**src/rtl/sap_pkg.sv**
```systemverilog
package sap_pkg;
  typedef enum logic {
    FMT_LEFT = 1'b0,
    FMT_I2S  = 1'b1
  } fmt_e;
endpackage

```
**src/rtl/sap_strap.sv**
```systemverilog
module sap_strap
  import sap_pkg::*;
(
  input  logic clk,
  input  logic rst_n,
  input  logic pin_i,
  output logic rst_sync_n,
  output logic run_o,
  output fmt_e fmt_o
);
  logic [1:0] sync_q;
  logic       run_q, run_d;
  fmt_e       fmt_q, fmt_d;

  always_ff @(posedge clk or negedge rst_n) begin
    if (!rst_n) sync_q <= '0;
    else        sync_q <= {sync_q[0], 1'b1};
  end
  assign rst_sync_n = sync_q[1];

  always_comb begin
    run_d = 1'b1;
    fmt_d = run_q ? fmt_q : fmt_e'(pin_i);
  end

  always_ff @(posedge clk or negedge rst_sync_n) begin
    if (!rst_sync_n) begin
      run_q <= 1'b0;
      fmt_q <= FMT_LEFT;
    end else begin
      run_q <= run_d;
      fmt_q <= fmt_d;
    end
  end

  assign run_o = run_q;
  assign fmt_o = fmt_q;


  run_sticky_chk: assert property (@(posedge clk) disable iff (!rst_sync_n)
    run_q |=> run_q);

  fmt_hold_chk: assert property (@(posedge clk) disable iff (!rst_sync_n)
    run_q |=> $stable(fmt_q));
endmodule

```
**src/rtl/sap_framer.sv**
```systemverilog
module sap_framer
  import sap_pkg::*;
#(
  parameter int SLOT_W = 32,
  localparam int POS_W = $clog2(SLOT_W)
) (
  input  logic             clk,
  input  logic             rst_n,
  input  logic             run_i,
  input  fmt_e             fmt_i,
  input  logic             bclk_i,
  input  logic             lrck_i,
  output logic             bfall_o,
  output logic             frame_start_o,
  output logic [POS_W-1:0] pos_o,
  output logic             left_o,
  output logic             synced_o
);
  logic             bclk_q, lrck_q, synced_q, synced_d;
  logic [POS_W-1:0] pos_q, pos_d;
  logic             bfall, lr_edge, left_now, fstart;

  always_comb begin
    bfall    = run_i & bclk_q & ~bclk_i;
    lr_edge  = bfall & (lrck_i ^ lrck_q);
    left_now = (fmt_i == FMT_I2S) ? ~lrck_i : lrck_i;
    fstart   = lr_edge & left_now;
    pos_d    = pos_q;
    if (bfall) pos_d = lr_edge ? '0 : pos_q + 1'b1;
    synced_d = synced_q | fstart;
  end

  always_ff @(posedge clk or negedge rst_n) begin
    if (!rst_n) begin
      bclk_q   <= 1'b1;
      lrck_q   <= 1'b0;
      pos_q    <= '0;
      synced_q <= 1'b0;
    end else begin
      bclk_q   <= bclk_i;
      lrck_q   <= lrck_i;
      pos_q    <= pos_d;
      synced_q <= synced_d;
    end
  end

  assign bfall_o       = bfall;
  assign frame_start_o = fstart;
  assign pos_o         = pos_d;
  assign left_o        = left_now;
  assign synced_o      = synced_d;


  synced_sticky_chk: assert property (@(posedge clk) disable iff (!rst_n)
    synced_q |=> synced_q);
endmodule

```
**src/rtl/sap_loader.sv**
```systemverilog
module sap_loader #(
  parameter int SAMPLE_W = 24
) (
  input  logic                clk,
  input  logic                rst_n,
  input  logic                in_valid,
  input  logic [SAMPLE_W-1:0] in_left,
  input  logic [SAMPLE_W-1:0] in_right,
  input  logic                frame_start_i,
  output logic [SAMPLE_W-1:0] word_l_o,
  output logic [SAMPLE_W-1:0] word_r_o
);
  logic [SAMPLE_W-1:0] pend_l_q, pend_r_q, cur_l_q, cur_r_q;
  logic [SAMPLE_W-1:0] pend_l_d, pend_r_d, cur_l_d, cur_r_d;
  logic                pend_v_q, pend_v_d, load;

  always_comb begin
    load     = frame_start_i & pend_v_q;
    cur_l_d  = load ? pend_l_q : cur_l_q;
    cur_r_d  = load ? pend_r_q : cur_r_q;
    pend_l_d = in_valid ? in_left  : pend_l_q;
    pend_r_d = in_valid ? in_right : pend_r_q;
    pend_v_d = in_valid | (pend_v_q & ~load);
  end

  always_ff @(posedge clk or negedge rst_n) begin
    if (!rst_n) begin
      pend_l_q <= '0;
      pend_r_q <= '0;
      pend_v_q <= 1'b0;
      cur_l_q  <= '0;
      cur_r_q  <= '0;
    end else begin
      pend_l_q <= pend_l_d;
      pend_r_q <= pend_r_d;
      pend_v_q <= pend_v_d;
      cur_l_q  <= cur_l_d;
      cur_r_q  <= cur_r_d;
    end
  end

  assign word_l_o = cur_l_d;
  assign word_r_o = cur_r_d;



  cur_hold_chk: assert property (@(posedge clk) disable iff (!rst_n)
    (!frame_start_i || !pend_v_q) |=> ($stable(cur_l_q) && $stable(cur_r_q)));
endmodule

```
**src/rtl/sap_shifter.sv**
```systemverilog
module sap_shifter
  import sap_pkg::*;
#(
  parameter int SAMPLE_W = 24,
  parameter int SLOT_W   = 32,
  localparam int POS_W   = $clog2(SLOT_W),
  localparam int KW      = POS_W + 1
) (
  input  logic                clk,
  input  logic                rst_n,
  input  fmt_e                fmt_i,
  input  logic                bfall_i,
  input  logic                synced_i,
  input  logic                left_i,
  input  logic [POS_W-1:0]    pos_i,
  input  logic [SAMPLE_W-1:0] word_l_i,
  input  logic [SAMPLE_W-1:0] word_r_i,
  output logic                sd_o
);
  logic [KW-1:0]       dly, k;
  logic [SAMPLE_W-1:0] word_sel, shifted;
  logic                bit_d, sd_q, sd_d;

  always_comb begin
    dly      = (fmt_i == FMT_I2S) ? KW'(1) : '0;
    k        = {1'b0, pos_i} - dly;
    word_sel = left_i ? word_l_i : word_r_i;
    shifted  = word_sel << k;
    bit_d    = 1'b0;
    if (synced_i && (k < KW'(SAMPLE_W))) bit_d = shifted[SAMPLE_W-1];
    sd_d     = bfall_i ? bit_d : sd_q;
  end

  always_ff @(posedge clk or negedge rst_n) begin
    if (!rst_n) sd_q <= 1'b0;
    else        sd_q <= sd_d;
  end

  assign sd_o = sd_q;


  edge_only_chk: assert property (@(posedge clk) disable iff (!rst_n)
    !bfall_i |=> $stable(sd_q));

  pad_zero_chk: assert property (@(posedge clk) disable iff (!rst_n)
    (bfall_i && ({1'b0, pos_i} >= KW'(SAMPLE_W + 1))) |=> !sd_q);

  quiet_chk: assert property (@(posedge clk) disable iff (!rst_n)
    !synced_i |=> !sd_q);
endmodule

```
**src/rtl/serial_audio_tx.sv**
```systemverilog
module serial_audio_tx
  import sap_pkg::*;
#(
  parameter int SAMPLE_W = 24,
  parameter int SLOT_W   = 32,
  localparam int POS_W   = $clog2(SLOT_W)
) (
  input  logic                clk,
  input  logic                rst_n,
  input  logic                in_valid,
  input  logic [SAMPLE_W-1:0] in_left,
  input  logic [SAMPLE_W-1:0] in_right,
  input  logic                bclk_i,
  input  logic                lrck_i,
  input  logic                sd_i,
  output logic                sd_o,
  output logic                sd_oe
);
  logic                rst_sync_n, run, bfall, fstart, left, synced;
  fmt_e                fmt;
  logic [POS_W-1:0]    pos;
  logic [SAMPLE_W-1:0] word_l, word_r;

  sap_strap u_strap (
    .clk(clk), .rst_n(rst_n), .pin_i(sd_i),
    .rst_sync_n(rst_sync_n), .run_o(run), .fmt_o(fmt)
  );

  sap_framer #(.SLOT_W(SLOT_W)) u_framer (
    .clk(clk), .rst_n(rst_sync_n), .run_i(run), .fmt_i(fmt),
    .bclk_i(bclk_i), .lrck_i(lrck_i), .bfall_o(bfall),
    .frame_start_o(fstart), .pos_o(pos), .left_o(left), .synced_o(synced)
  );

  sap_loader #(.SAMPLE_W(SAMPLE_W)) u_loader (
    .clk(clk), .rst_n(rst_sync_n), .in_valid(in_valid),
    .in_left(in_left), .in_right(in_right), .frame_start_i(fstart),
    .word_l_o(word_l), .word_r_o(word_r)
  );

  sap_shifter #(.SAMPLE_W(SAMPLE_W), .SLOT_W(SLOT_W)) u_shifter (
    .clk(clk), .rst_n(rst_sync_n), .fmt_i(fmt), .bfall_i(bfall),
    .synced_i(synced), .left_i(left), .pos_i(pos),
    .word_l_i(word_l), .word_r_i(word_r), .sd_o(sd_o)
  );

  assign sd_oe = run;


  oe_in_reset_chk: assert property (@(posedge clk) !rst_n |-> !sd_oe);
endmodule

```
**config.mk**
```make
export PLATFORM = sky130hd
export DESIGN_NAME = serial_audio_tx
export DESIGN_NICKNAME = d
export VERILOG_FILES = /design/src/rtl/sap_pkg.sv /design/src/rtl/sap_strap.sv /design/src/rtl/sap_framer.sv /design/src/rtl/sap_loader.sv /design/src/rtl/sap_shifter.sv /design/src/rtl/serial_audio_tx.sv
export SDC_FILE = /design/constraint.sdc
export NUM_CORES = 1
export LEC_CHECK = 0
export ABC_AREA = 1
export BUFFER_PORTS_ARGS = -buffer_cell sky130_fd_sc_hd__buf_2
export CORE_UTILIZATION = 25
export DETAILED_ROUTE_END_ITERATION = 10
export GPL_ROUTABILITY_DRIVEN = 0
export SYNTH_ARGS = -nofsm -noshare
export SYNTH_HDL_FRONTEND = slang
export SYNTH_SLANG_ARGS = --single-unit
```
**constraint.sdc**
```tcl
create_clock -name clk -period 4.72 [get_ports clk]
set_input_delay 0.472 -clock clk [delete_from_list [all_inputs] [get_ports clk]]
set_output_delay 0.472 -clock clk [all_outputs]
set_load 0.02 [all_outputs]
```
==> reports/results.ini <==
[outcome]
run_status=complete, no violations

[floorplanning]
die_w_um=144
placementRows=51
initial_core_util_pct=25.7
die_height_um=144
boundaryPins=56
core_ar_um2=19500
die_area_um2=20600

[global_routing]
all_layer_gr_usage_pct=12.0
grt_pass1_vias=3817
initial_antenna_violation_count=0
grt_pass1_wl_mm=19.0
grt_overflow=0
grt_start_max_net_pins=68

[pwr]
max-vdd-ir-drop_v=0.000195
static-leakage-power_nw=2.88
pwr_density_cell_nw_per_um2=415

[layout]
num-nets-final=695
layout-area-overhead-vs-synth_pct=15.9
layout_commonest_cell=sky130_fd_sc_hd__nand2_1
share_of_cells_above_drive_strength_1_pct=15.8
layout_common_cells=sky130_fd_sc_hd__nand2_1 (144), sky130_fd_sc_hd__dfrtp_1 (108), sky130_fd_sc_hd__inv_1 (89)
stdcell_count=909
seq_area_um2=2760
antenna_cells_inserted=0
multiInputGateArea_um2=1760
fill_cells=2171

[logic_synthesis]
synth.area.top_cells=sky130_fd_sc_hd__dfrtp_1 (54%), sky130_fd_sc_hd__nand2_1 (11%), sky130_fd_sc_hd__nand3_1 (8.8%)
synth.mux.area_fraction_pct=0
synth_adder_area_share_pct=0.499
syn_inst=593
post-synth-top-area-cell=sky130_fd_sc_hd__dfrtp_1
yosys_warnings=0
synth_compound_gate_area_share_pct=9.04
synthesis.area_um2=5010
synth.top_cell.area_share_pct=54.4
syn_avg_cell_area_um2=8.45
combinational_family_with_the_most_area_after_synthesis=simple AND/OR/NAND/NOR gates
synth_simple_gate_area_share_pct=25.3
postSynthRegisterBits=110
ys_types=28
yosys.area_share.xor_xnor_pct=0.175
ys_seq_area_share_pct=54.9

[setup_path]
worst-path-max-fanout=25
ff2ff_path_depth=16
crit_top_cell=sky130_fd_sc_hd__nand3_1
worst_r2r_startpoint=u_strap.fmt_o$_DFFE_PN0N_
crit_family=simple AND/OR/NAND/NOR gates
ff2ff_setup_slack_ns=1.70
cp_data_arrival_time_ns=3.27
critical_path.reg2reg.endpoint=u_shifter.sd_o$_DFFE_PN0N_
start_to_end_type_of_the_worst_setup_path=flop to flop
critical_path_required_ns=4.97
worst_path_max_delay_cell=sky130_fd_sc_hd__nor2_1
crit_path_max_incr_delay_ns=0.53
crit_buf_inv=4
path_cells=inv_1 -> nand2_1 -> nand2_2 -> buf_4 -> inv_2 -> nor2_1 -> buf_4 -> nand3_1 -> nand3_1 -> nand3_1 -> nand3_1 -> nand3_1 -> nand3_1 -> a21oi_1 -> nand2_1 -> nand2_1
end_kind=flop
timing.critical_path.from_type=flop

[timing]
final_min_period_over_clock_period_pct=63.9
fmaxAchievable_ghz=0.332
skew_ns=0.00687
timing.setup.tns_ns=0
max_slew.worst_pin.slew_ns=0.882
slew_headroom_pct=41.2
grt_setup_unrepaired=false
report.final.setup_viol=0
finalHoldWorstSlack_ns=0.247
final.min_clock_period_ns=3.02
finalHoldViolCount=0
finalMaxSlewViolations=0

[route]
antenna_left=0
post_drt_wl_per_cell_um=12.3
detailroute.via_count=3804
finalWirelength_mm=11.2
avgViaCountPerCell=4.18
detail_route.iter0.violations=227
firstDrtPassIters=4
post-route-drc-count=0

[clock_tree]
clock_tree_from_tritoncts=done
worst_setup_hold_path_clk_slew_ns=0.07
cts_made_buffers=9
clk_root_buffer_cell=sky130_fd_sc_hd__clkbuf_16
clock_tree.htree_level_count=3
clock-sinks=110
cts_buffer_depth=2
post-cts-setup-buffer-count=0
clk_latency_ns=0.36

[hold_path]
hold_start=bclk_i
worst_hold_path.num_cells=1
holdPathEnd=u_framer.bclk_q$_DFF_PN1_
min-delay-path-class=input port to flop

[place]
buffer_ports.inserted=55
post-dp-hpwl_mm=7.76
place_inst=892

[flow_run]
maxCapViolCount=0

==> logic make-up after synthesis <==
logic type      count (synthesis)
xor+xnor                        1
compound gates                 81
flops                         110
fa+ha+maj                       2
simple gates                  278
other cells                     1
buf+inv                       120
==> per-layer routing <==
metal / global-route usage, % / part of all wire (%) / vias to the layer above
li1: - / - / 1944
met1: 16.6 / 51 / 1782
met2: 17.9 / 43 / 62
met3: 3.07 / 3.7 / 16
met4: 4.59 / 2.0 / 0
met5: 0 / 0 / -
==> layout make-up <==
cell class | instances | area share (%)
tap | 265 | 5.71
clock buffer | 11 | 4.18
multi-input combinational | 364 | 30.3
inverter | 91 | 5.88
timing repair buffer | 63 | 5.82
sequential | 110 | 47.5
clock inverter | 5 | 0.603
==> state kept, by name, indices dropped and copies added (netlist names) <==
register / flops
u_framer.synced_q: 1
u_loader.pend_r_q: 24
u_strap.run_o: 1
u_loader.pend_l_q: 24
u_framer.lrck_q: 1
u_loader.pend_v_q: 1
u_shifter.sd_o: 1
u_strap.fmt_o: 1
u_loader.cur_l_q: 24
u_framer.bclk_q: 1
u_loader.cur_r_q: 24
u_strap.sync_q: 2
u_framer.pos_q: 5
==> cells in the mapped netlist <==
master,number
sky130_fd_sc_hd__nand3_1,88
sky130_fd_sc_hd__a21oi_1,2
sky130_fd_sc_hd__buf_1,1
sky130_fd_sc_hd__nand4_1,4
sky130_fd_sc_hd__buf_2,5
sky130_fd_sc_hd__nor3_1,1
sky130_fd_sc_hd__or2_4,1
sky130_fd_sc_hd__conb_1,1
sky130_fd_sc_hd__dfrtp_1,109
sky130_fd_sc_hd__nor2_4,2
sky130_fd_sc_hd__nand2_1,144
sky130_fd_sc_hd__nor2_1,11
sky130_fd_sc_hd__o21bai_1,1
sky130_fd_sc_hd__o21ai_0,50
sky130_fd_sc_hd__ha_1,2
sky130_fd_sc_hd__inv_2,2
sky130_fd_sc_hd__xnor2_1,1
sky130_fd_sc_hd__nand2_2,2
sky130_fd_sc_hd__o21ai_2,12
sky130_fd_sc_hd__inv_1,89
sky130_fd_sc_hd__nor3b_2,1
sky130_fd_sc_hd__o21ai_1,16
sky130_fd_sc_hd__buf_6,6
sky130_fd_sc_hd__or2_2,1
sky130_fd_sc_hd__nand3_2,2
sky130_fd_sc_hd__and2_1,21
sky130_fd_sc_hd__dfstp_2,1
sky130_fd_sc_hd__clkbuf_1,17
==> power breakdown <==
group | total [mW] | switching [mW] | internal [mW] | leakage [nW]
registers | 1.17 | 0.0617 | 1.10 | 1.32
logic | 0.528 | 0.328 | 0.200 | 1.42
clock network | 0.717 | 0.344 | 0.373 | 0.135
==> repair_timing <==
action	in CTS	in global routing
resized for setup	0	0
endpoints found under the hold margin	2	0
hold buffers	1	0
==> per-stage QoR <==
step	instance area (µm²)	setup slack, ns	power (mW)	utilization, %
4_1_cts	5810	1.68	2.44	29.7
6_report	5810	1.70	2.41	29.7
5_1_grt	5810	1.38	2.57	29.7
3_5_place_dp	5520	1.50	1.72	28.3
3_3_place_gp	5520	1.55	1.71	28.3
2_1_floorplan	5020	1.43	1.57	-
==> worst max path at each step <==
| stage | cells past startpoint | from | end |
|---|---|---|---|
| floorplan | 0 | u_strap.sync_q[1]$_DFF_PN0_ | u_framer.lrck_q$_DFF_PN0_ |
| global placement | 17 | lrck_i | u_shifter.sd_o$_DFFE_PN0N_ |
| detailed placement | 17 | lrck_i | u_shifter.sd_o$_DFFE_PN0N_ |
| CTS | 16 | u_strap.fmt_o$_DFFE_PN0N_ | u_shifter.sd_o$_DFFE_PN0N_ |
| global route | 16 | u_strap.fmt_o$_DFFE_PN0N_ | u_shifter.sd_o$_DFFE_PN0N_ |
| finish | 16 | u_strap.fmt_o$_DFFE_PN0N_ | u_shifter.sd_o$_DFFE_PN0N_ |
Note: power is estimated with default switching activity, not from simulation.
